### config.mk
export PLATFORM = sky130hd
export DESIGN_NAME = vec_intc_top
export DESIGN_NICKNAME = d
export VERILOG_FILES = /design/src/rtl/intc_pkg.sv /design/src/rtl/intc_ctrl.sv /design/src/rtl/intc_datapath.sv /design/src/rtl/vec_intc_top.sv
export SDC_FILE = /design/constraint.sdc
export NUM_CORES = 2
export LEC_CHECK = 0
export BUFFER_PORTS_ARGS = -buffer_cell sky130_fd_sc_hd__buf_2
export CORE_UTILIZATION = 35
export CTS_BUF_LIST = sky130_fd_sc_hd__clkbuf_16
export DETAILED_ROUTE_END_ITERATION = 8
export GPL_TIMING_DRIVEN = 1
export REMOVE_ABC_BUFFERS = 1
export SETUP_SLACK_MARGIN = 0.2
export SLEW_MARGIN = 15
export SYNTH_ARGS = -nofsm -noshare
export SYNTH_HDL_FRONTEND = slang
export SYNTH_HIERARCHICAL = 1
export SYNTH_SLANG_ARGS = --single-unit
### constraint.sdc
create_clock -name clk -period 129.9 [get_ports clk]
set_input_delay 6.495 -clock clk [delete_from_list [all_inputs] [get_ports clk]]
set_output_delay 6.495 -clock clk [all_outputs]
set_load 0.05 [all_outputs]
### src/rtl/intc_pkg.sv
package intc_pkg;
  localparam int SRC_CNT  = 64;
  localparam int HALF     = SRC_CNT / 2;
  localparam int IDX_W    = $clog2(SRC_CNT);
  localparam int EDGE_POS = 8;

  localparam int OFF_ENSET_LO = 'h000;
  localparam int OFF_ENSET_HI = 'h004;
  localparam int OFF_ENCLR_LO = 'h008;
  localparam int OFF_ENCLR_HI = 'h00C;
  localparam int OFF_VEC      = 'h010;
  localparam int OFF_EOI      = 'h014;
  localparam int OFF_RST      = 'h018;
  localparam int OFF_GEN      = 'h01C;
  localparam int CFG_BASE     = 'h100;
  localparam int CFG_STRIDE   = 8;
  localparam int CFG_END      = CFG_BASE + SRC_CNT * CFG_STRIDE;

  typedef enum logic [2:0] {
    RD_ZERO, RD_ENLO, RD_ENHI, RD_VEC, RD_GEN, RD_CFG
  } rdSel_t;

  typedef struct packed {
    logic             enSetLo;
    logic             enSetHi;
    logic             enClrLo;
    logic             enClrHi;
    logic             eoi;
    logic             softRst;
    logic             genWr;
    logic             cfgWr;
    logic             vecRd;
    logic             rdEn;
    rdSel_t           rdSel;
    logic [IDX_W-1:0] idx;
  } ctrlCmd_t;
endpackage

### src/rtl/intc_ctrl.sv
module intc_ctrl
  import intc_pkg::*;
#(
  parameter int ADDR_W = 12
) (
  input  logic [ADDR_W-1:0] regAddr,
  input  logic              regWrEn,
  input  logic              wrBit0,
  input  logic              regRdEn,
  output ctrlCmd_t          cmd
);
  logic              cfgHit;
  logic [ADDR_W-1:0] cfgOff;

  always_comb begin
    cfgOff = regAddr - ADDR_W'(CFG_BASE);
    cfgHit = (regAddr >= ADDR_W'(CFG_BASE)) && (regAddr < ADDR_W'(CFG_END))
             && (regAddr[2:0] == 3'b000);
  end

  always_comb begin
    cmd       = '0;
    cmd.rdSel = RD_ZERO;
    cmd.idx   = IDX_W'(cfgOff >> 3);
    if (regWrEn) begin
      case (regAddr)
        ADDR_W'(OFF_ENSET_LO): cmd.enSetLo = 1'b1;
        ADDR_W'(OFF_ENSET_HI): cmd.enSetHi = 1'b1;
        ADDR_W'(OFF_ENCLR_LO): cmd.enClrLo = 1'b1;
        ADDR_W'(OFF_ENCLR_HI): cmd.enClrHi = 1'b1;
        ADDR_W'(OFF_EOI):      cmd.eoi     = 1'b1;
        ADDR_W'(OFF_RST):      cmd.softRst = wrBit0;
        ADDR_W'(OFF_GEN):      cmd.genWr   = 1'b1;
        default:               cmd.cfgWr   = cfgHit;
      endcase
    end
    if (regRdEn) begin
      cmd.rdEn = 1'b1;
      case (regAddr)
        ADDR_W'(OFF_ENSET_LO): cmd.rdSel = RD_ENLO;
        ADDR_W'(OFF_ENSET_HI): cmd.rdSel = RD_ENHI;
        ADDR_W'(OFF_VEC): begin
          cmd.rdSel = RD_VEC;
          cmd.vecRd = 1'b1;
        end
        ADDR_W'(OFF_GEN):      cmd.rdSel = RD_GEN;
        default:               cmd.rdSel = cfgHit ? RD_CFG : RD_ZERO;
      endcase
    end
  end
endmodule

### src/rtl/intc_datapath.sv
module intc_datapath
  import intc_pkg::*;
#(
  parameter int PRIO_W = 4
) (
  input  logic               clk,
  input  logic               rstN,
  input  ctrlCmd_t           cmd,
  input  logic [31:0]        wrData,
  input  logic [SRC_CNT-1:0] reqIn,
  output logic [31:0]        rdData,
  output logic               irqOut
);
  localparam int PRIO_LVLS = 1 << PRIO_W;

  logic [SRC_CNT-1:0]   enMask, enNext;
  logic [SRC_CNT-1:0]   edgeLatch, reqQ, cfgEdge;
  logic [SRC_CNT-1:0]   pendRaw, pendMasked, cfgHitVec, riseVec;
  logic [PRIO_W-1:0]    cfgPrio [SRC_CNT];
  logic                 genEn;
  logic [PRIO_LVLS-1:0] inSvc, svcNext, svcTop;
  logic                 svcAny;
  logic [PRIO_W-1:0]    curPrio;
  logic                 winValid;
  logic [IDX_W-1:0]     winIdx;
  logic [PRIO_W-1:0]    winPrio;
  logic [31:0]          vecVal, cfgWord, rdMux;

  // per-source pending selection and setup-write decode
  for (genvar s = 0; s < SRC_CNT; s++) begin : g_src
    assign pendRaw[s]   = cfgEdge[s] ? edgeLatch[s] : reqQ[s];
    assign cfgHitVec[s] = cmd.cfgWr && (cmd.idx == IDX_W'(s));
  end

  assign pendMasked = pendRaw & enMask;
  assign riseVec    = reqIn & ~reqQ & cfgEdge;

  // arbitration: strictly greater replaces, so ties keep the lower index
  always_comb begin
    winValid = 1'b0;
    winIdx   = '0;
    winPrio  = '0;
    for (int i = 0; i < SRC_CNT; i++) begin
      if (pendMasked[i] && (!winValid || cfgPrio[i] > winPrio)) begin
        winValid = 1'b1;
        winIdx   = IDX_W'(i);
        winPrio  = cfgPrio[i];
      end
    end
    vecVal = winValid ? 32'(winIdx) : 32'(SRC_CNT);
  end

  // highest in-service level
  always_comb begin
    curPrio = '0;
    for (int l = 0; l < PRIO_LVLS; l++) begin
      if (inSvc[l]) curPrio = PRIO_W'(l);
    end
    svcAny          = |inSvc;
    svcTop          = '0;
    svcTop[curPrio] = svcAny;
  end

  always_comb begin
    svcNext = inSvc;
    if (cmd.vecRd && winValid) svcNext[winPrio] = 1'b1;
    if (cmd.eoi)               svcNext = inSvc & ~svcTop;
  end

  always_comb begin
    enNext = enMask;
    if (cmd.enSetLo) enNext[HALF-1:0]       = enMask[HALF-1:0] | wrData;
    if (cmd.enSetHi) enNext[SRC_CNT-1:HALF] = enMask[SRC_CNT-1:HALF] | wrData;
    if (cmd.enClrLo) enNext[HALF-1:0]       = enMask[HALF-1:0] & ~wrData;
    if (cmd.enClrHi) enNext[SRC_CNT-1:HALF] = enMask[SRC_CNT-1:HALF] & ~wrData;
  end

  always_comb begin
    cfgWord                 = '0;
    cfgWord[PRIO_W-1:0]     = cfgPrio[cmd.idx];
    cfgWord[EDGE_POS]       = cfgEdge[cmd.idx];
    case (cmd.rdSel)
      RD_ENLO: rdMux = enMask[HALF-1:0];
      RD_ENHI: rdMux = enMask[SRC_CNT-1:HALF];
      RD_VEC:  rdMux = vecVal;
      RD_GEN:  rdMux = {31'd0, genEn};
      RD_CFG:  rdMux = cfgWord;
      default: rdMux = '0;
    endcase
  end

  assign irqOut = genEn && winValid && (!svcAny || (winPrio > curPrio));

  always_ff @(posedge clk or negedge rstN) begin
    if (!rstN) begin
      enMask    <= '0;
      edgeLatch <= '0;
      reqQ      <= '0;
      cfgEdge   <= '0;
      genEn     <= 1'b0;
      inSvc     <= '0;
      rdData    <= '0;
      for (int i = 0; i < SRC_CNT; i++) cfgPrio[i] <= '0;
    end else begin
      reqQ <= reqIn;
      if (cmd.rdEn) rdData <= rdMux;
      if (cmd.softRst) begin
        enMask    <= '0;
        edgeLatch <= '0;
        cfgEdge   <= '0;
        genEn     <= 1'b0;
        inSvc     <= '0;
        for (int i = 0; i < SRC_CNT; i++) cfgPrio[i] <= '0;
      end else begin
        enMask    <= enNext;
        edgeLatch <= ((edgeLatch & ~cfgHitVec) | riseVec) & cfgEdge;
        inSvc     <= svcNext;
        if (cmd.genWr) genEn <= wrData[0];
        if (cmd.cfgWr) begin
          cfgPrio[cmd.idx] <= wrData[PRIO_W-1:0];
          cfgEdge[cmd.idx] <= wrData[EDGE_POS];
        end
      end
    end
  end

  AST_SOFT_RST_CLEARS: assert property (@(posedge clk) disable iff (!rstN)
    cmd.softRst |=> (enMask == '0 && !genEn && inSvc == '0 && edgeLatch == '0));
  AST_ENSET_LO_SETS: assert property (@(posedge clk) disable iff (!rstN)
    (cmd.enSetLo && !cmd.softRst) |=> ((enMask[HALF-1:0] & $past(wrData)) == $past(wrData)));
  AST_ENCLR_HI_CLEARS: assert property (@(posedge clk) disable iff (!rstN)
    (cmd.enClrHi && !cmd.softRst) |=> ((enMask[SRC_CNT-1:HALF] & $past(wrData)) == '0));
  AST_EOI_POPS_ONE: assert property (@(posedge clk) disable iff (!rstN)
    (cmd.eoi && inSvc != '0) |=> ($countones(inSvc) + 1 == $countones($past(inSvc))));
  AST_VEC_IN_RANGE: assert property (@(posedge clk) disable iff (!rstN)
    cmd.vecRd |=> (rdData <= 32'(SRC_CNT)));
endmodule

### src/rtl/vec_intc_top.sv
module vec_intc_top
  import intc_pkg::*;
#(
  parameter int PRIO_W = 4,
  parameter int ADDR_W = 12
) (
  input  logic               clk,
  input  logic               rstN,
  input  logic [ADDR_W-1:0]  regAddr,
  input  logic               regWrEn,
  input  logic [31:0]        regWrData,
  input  logic               regRdEn,
  output logic [31:0]        regRdData,
  input  logic [SRC_CNT-1:0] reqIn,
  output logic               irqOut
);
  ctrlCmd_t cmd;

  intc_ctrl #(.ADDR_W(ADDR_W)) u_ctrl (
    .regAddr (regAddr),
    .regWrEn (regWrEn),
    .wrBit0  (regWrData[0]),
    .regRdEn (regRdEn),
    .cmd     (cmd)
  );

  intc_datapath #(.PRIO_W(PRIO_W)) u_dp (
    .clk    (clk),
    .rstN   (rstN),
    .cmd    (cmd),
    .wrData (regWrData),
    .reqIn  (reqIn),
    .rdData (regRdData),
    .irqOut (irqOut)
  );
endmodule

==> implementation parameters <==
Parameter                              Value

Logic synthesis
  Top flip-flop cell by instance count after synthesis    sky130_fd_sc_hd__dfrtp_1
  Async SR Flop Fraction    1.000
  Yosys cell types    116
  Fraction of the yosys area taken by sequential cells    0.3386
  Total of flip-flops plus latches after synthesis    561
  Average footprint of a synthesized cell    8.726 um2
  Instance count of the mapped netlist    4,752
  Total standard cell area after synthesis    0.04147 mm2
  Synthesis Warnings    6
  Number of enable flip-flop cells after synthesis    0

Die
  Die boundary width    346.2 um
  Core Rows    125
  Vertical die dimension    346.2 um
  Area of the placeable core    0.1168 mm2
  Io pins    145
  Starting utilization of the core area    0.3549
  Die ar.    0.1199 mm2

Clock tree
  # clock sinks    561
  Clock transition time at the flip-flop clock pins of the worst setup and hold paths    about 0.060 ns
  Root buffer cell    sky130_fd_sc_hd__clkbuf_16
  CTS tree    built
  Max H-tree Level    3
  Total CTS buffers    69
  Post-CTS setup buffer count    0
  Clock latency at the later pin of the worst-skew pair    0.65 ns
  Clk buf depth    3

Power
  Fraction of power consumed by sequential logic    0.439
  Net switching fraction of the power    0.2660
  Net Switching    0.1076 mW
  Total leakage power    19.46 nW
  Total power per unit cell area    8.785 mW/mm2
  Total internal power    between 0.2 and 0.3 mW
  Part of the power in the clock network    0.471
  Combinational group share of total power    0.090
  VDD IR max    0.009449 mV

Final layout
  Area added between synthesis and finish    11.07%
  Most frequent standard cell in the layout excluding fill and tap cells    sky130_fd_sc_hd__dfrtp_1
  FILL cells    11,687
  Leading cell types in the layout, fill and taps excluded    sky130_fd_sc_hd__dfrtp_1 (561), sky130_fd_sc_hd__a21oi_1 (491), sky130_fd_sc_hd__nor2_1 (436), sky130_fd_sc_hd__nand2_1 (414), sky130_fd_sc_hd__inv_1 (273)
  Final #Nets    5,103
  Utilization after layout    0.3942
  Multi-input gate area in the final layout    0.02576 mm2
  Sequential cell area    0.01404 mm2
  Fraction of final layout cells sized beyond drive strength 1    0.1204

Hold path
  Number of cells on the worst hold path    1
  Min-delay src    u_dp/rdData[15]$_DFFE_PN0P_
  Hold worst-path end    u_dp/rdData[15]$_DFFE_PN0P_
  Type of the tightest min-delay check    reg -> reg

Route
  Routed length on met2    66.73 mm
  Met3 layer wire length in the routed design    12.08 mm
  Number of DRC markers after the initial detailed-route iteration    3,781
  Number of remaining DRC errors    0
  Via count normalized by instance count    6.059
  Routed WL per cell    24.03 um
  Top layer in use    met5
  Wire length after detailed routing    roughly 150 mm
  Vias post-DR    38,616
  Pre-Repair DR Iteration Count    8
  Sum of routed wire segments on met1    roughly 70 mm
  Post-route antenna net violation count    0

STA
  Highest clock rate    8.284 MHz
  Final-report max-slew violation count    0
  Final setup violating endpoints    0
  Worst Max-Slew Pin Slew    around 1.2 ns
  Layout Skew    0.02697 ns
  Final worst-path cycle share    0.9293
  Hold Fails Final Rpt    0
  Shortest period the worst path allows    120.71 ns
  Worst rel slew slack    0.1789
  Hold Worst Slack    0.4809 ns
  Setup repair after global routing missed its margin    no
  Final sum of negative setup slack    0 ns

Setup path
  Kind of critical path    reg -> out
  Endpoint of the most critical register-to-register path    u_dp/rdData[2]$_DFFE_PN0P_
  Cell at the slowest stage of the critical path    sky130_fd_sc_hd__a311oi_1
  Source of the worst register-to-register timing path    u_dp/cfgEdge[0]$_DFFE_PN0P_
  Crit path required time    around 120 ns
  Startpoint Class    register
  Worst R2R Path Depth    529
  Flop2flop setup slack    16.73 ns
  Crit path top cell by count    sky130_fd_sc_hd__a21oi_1
  Largest fanout on the critical path    15
  Delay of the slowest cell on the worst path    0.71 ns
  Kind of end point of the critical path    output pin
  Crit path DAT    114.22 ns

Placed design
  Post-DP HPWL    113.1 mm
  PortBufs    144
  Final estimated routing congestion in global placement    0.9904

Global routing
  Pin count of the biggest net entering global routing    178
  GR Overflow Total    0
  Via count of the first global-routing pass    roughly 37,000
  Number of antenna violations at the first check in global routing    12
  Global-route wire length before repair    between 200 and 250 mm
  Tot GR Track Use    0.2493

Run status
  Outcome    finished, final reports clean

Flow run
  Max-Cap Viols    0
-- how the worst max path moves through the flow --
stage	end	slack, ns	from
2_1_floorplan	irqOut	25.51	u_dp/cfgEdge[0]$_DFFE_PN0P_
3_3_place_gp	irqOut	10.56	u_dp/cfgEdge[0]$_DFFE_PN0P_
3_5_place_dp	irqOut	8.22	u_dp/cfgEdge[0]$_DFFE_PN0P_
4_1_cts	irqOut	7.05	u_dp/cfgEdge[0]$_DFFE_PN0P_
5_1_grt	irqOut	0.27	u_dp/cfgEdge[0]$_DFFE_PN0P_
6_report	irqOut	9.19	u_dp/cfgEdge[0]$_DFFE_PN0P_
-- repair_timing --
action,4_1_cts,5_1_grt
endpoints found under the hold margin,0,0
gates resized for setup,0,26
setup endpoints to repair,0,1
hold buffers,0,0
-- power groups by stage --
stage | sequential [mW] | clock (mW) | combinational, mW
detailed placement | 0.181 | 0 | 0.0358
global placement | 0.181 | 0 | 0.0355
CTS | 0.178 | 0.195 | 0.0359
finish | 0.178 | 0.191 | 0.0363
global route | 0.178 | 0.201 | 0.0399
floorplan | 0.180 | 0 | 0.0181
-- flip-flops by register name, indices dropped and copies added (netlist names) --
name and count:
u_dp/edgeLatch 64, u_dp/rdData 32, u_dp/genEn 1, u_dp/inSvc 16, u_dp/enMask 64, u_dp/cfgPrio 256
u_dp/cfgEdge 64, u_dp/reqQ 64
-- metrics by stage --
stage	area, um2	std cells	setup WS, ns	power, mW
after floorplan	40570	4524	25.51	0.1986
after global placement	43720	6244	10.56	0.2164
after detailed placement	43720	6244	8.222	0.2167
after CTS	45920	6367	7.046	0.4085
after global routing	46040	6367	0.2685	0.4193
final	46060	6373	9.185	0.4046
-- final cells by class --
type                       count  area share
clock inverter                53    0.009725
tap                         1524     0.04140
sequential                   561      0.3048
inverter                     259     0.02111
multi-input combinational   3704      0.5592
timing repair buffer         196     0.02540
clock buffer                  70     0.03803
antenna                        6   0.0003260
-- synth_stat cells (37+ instances only) --
cell type	n	area [um2]
sky130_fd_sc_hd__a211oi_1	100	750.7
sky130_fd_sc_hd__a21o_1	37	277.8
sky130_fd_sc_hd__a21oi_1	494	2472
sky130_fd_sc_hd__a31oi_1	41	256.5
sky130_fd_sc_hd__and2_1	56	350.3
sky130_fd_sc_hd__and3_1	37	231.5
sky130_fd_sc_hd__buf_1	37	138.9
sky130_fd_sc_hd__clkbuf_1	181	679.4
sky130_fd_sc_hd__dfrtp_1	561	14040
sky130_fd_sc_hd__ha_1	200	2502
sky130_fd_sc_hd__inv_1	259	972.2
sky130_fd_sc_hd__mux2_2	47	529.3
sky130_fd_sc_hd__mux2i_1	239	2392
sky130_fd_sc_hd__mux4_2	105	2365
sky130_fd_sc_hd__nand2_1	414	1554
sky130_fd_sc_hd__nand2b_1	65	406.6
sky130_fd_sc_hd__nand3_1	249	1246
sky130_fd_sc_hd__nor2_1	439	1648
sky130_fd_sc_hd__nor2b_1	132	825.8
sky130_fd_sc_hd__nor3_1	77	385.4
sky130_fd_sc_hd__nor3b_1	52	390.4
sky130_fd_sc_hd__o211ai_1	37	277.8
sky130_fd_sc_hd__o21a_1	49	367.9
sky130_fd_sc_hd__o21ai_0	202	1011
-- worst max-delay path: cells and delay by family, from the launching register on --
family	cells	cell delay (ns)
AOI/OAI and AO/OA	294	61.53
and+or+nand+nor	127	21.74
DFF	1	0.42
muxes	15	5.49
buffers and inverters	31	3.15
adders and majority gates	70	21.00
-- cells by family (layout without fill, tap and decap cells) --
| logic type | after synthesis | after routing | share of synthesized area |
|---|---|---|---|
| fa+ha+maj | 211 | 211 | 0.06300 |
| flops | 561 | 561 | 0.3386 |
| buf+inv | 487 | 578 | 0.04511 |
| mux | 392 | 392 | 0.1278 |
| simple gates | 1692 | 1692 | 0.2005 |
| xor+xnor | 2 | 2 | 0.0004225 |
| other cells | 0 | 6 | 0 |
| compound gates | 1407 | 1407 | 0.2246 |
-- layer usage --
layer,vias to the layer above,global-route usage
li1,17690,-
met1,19152,0.3581
met2,1525,0.3785
met3,227,0.04845
met4,22,0.06993
met5,-,0
No activity file was read; power rests on OpenSTA's default activity.
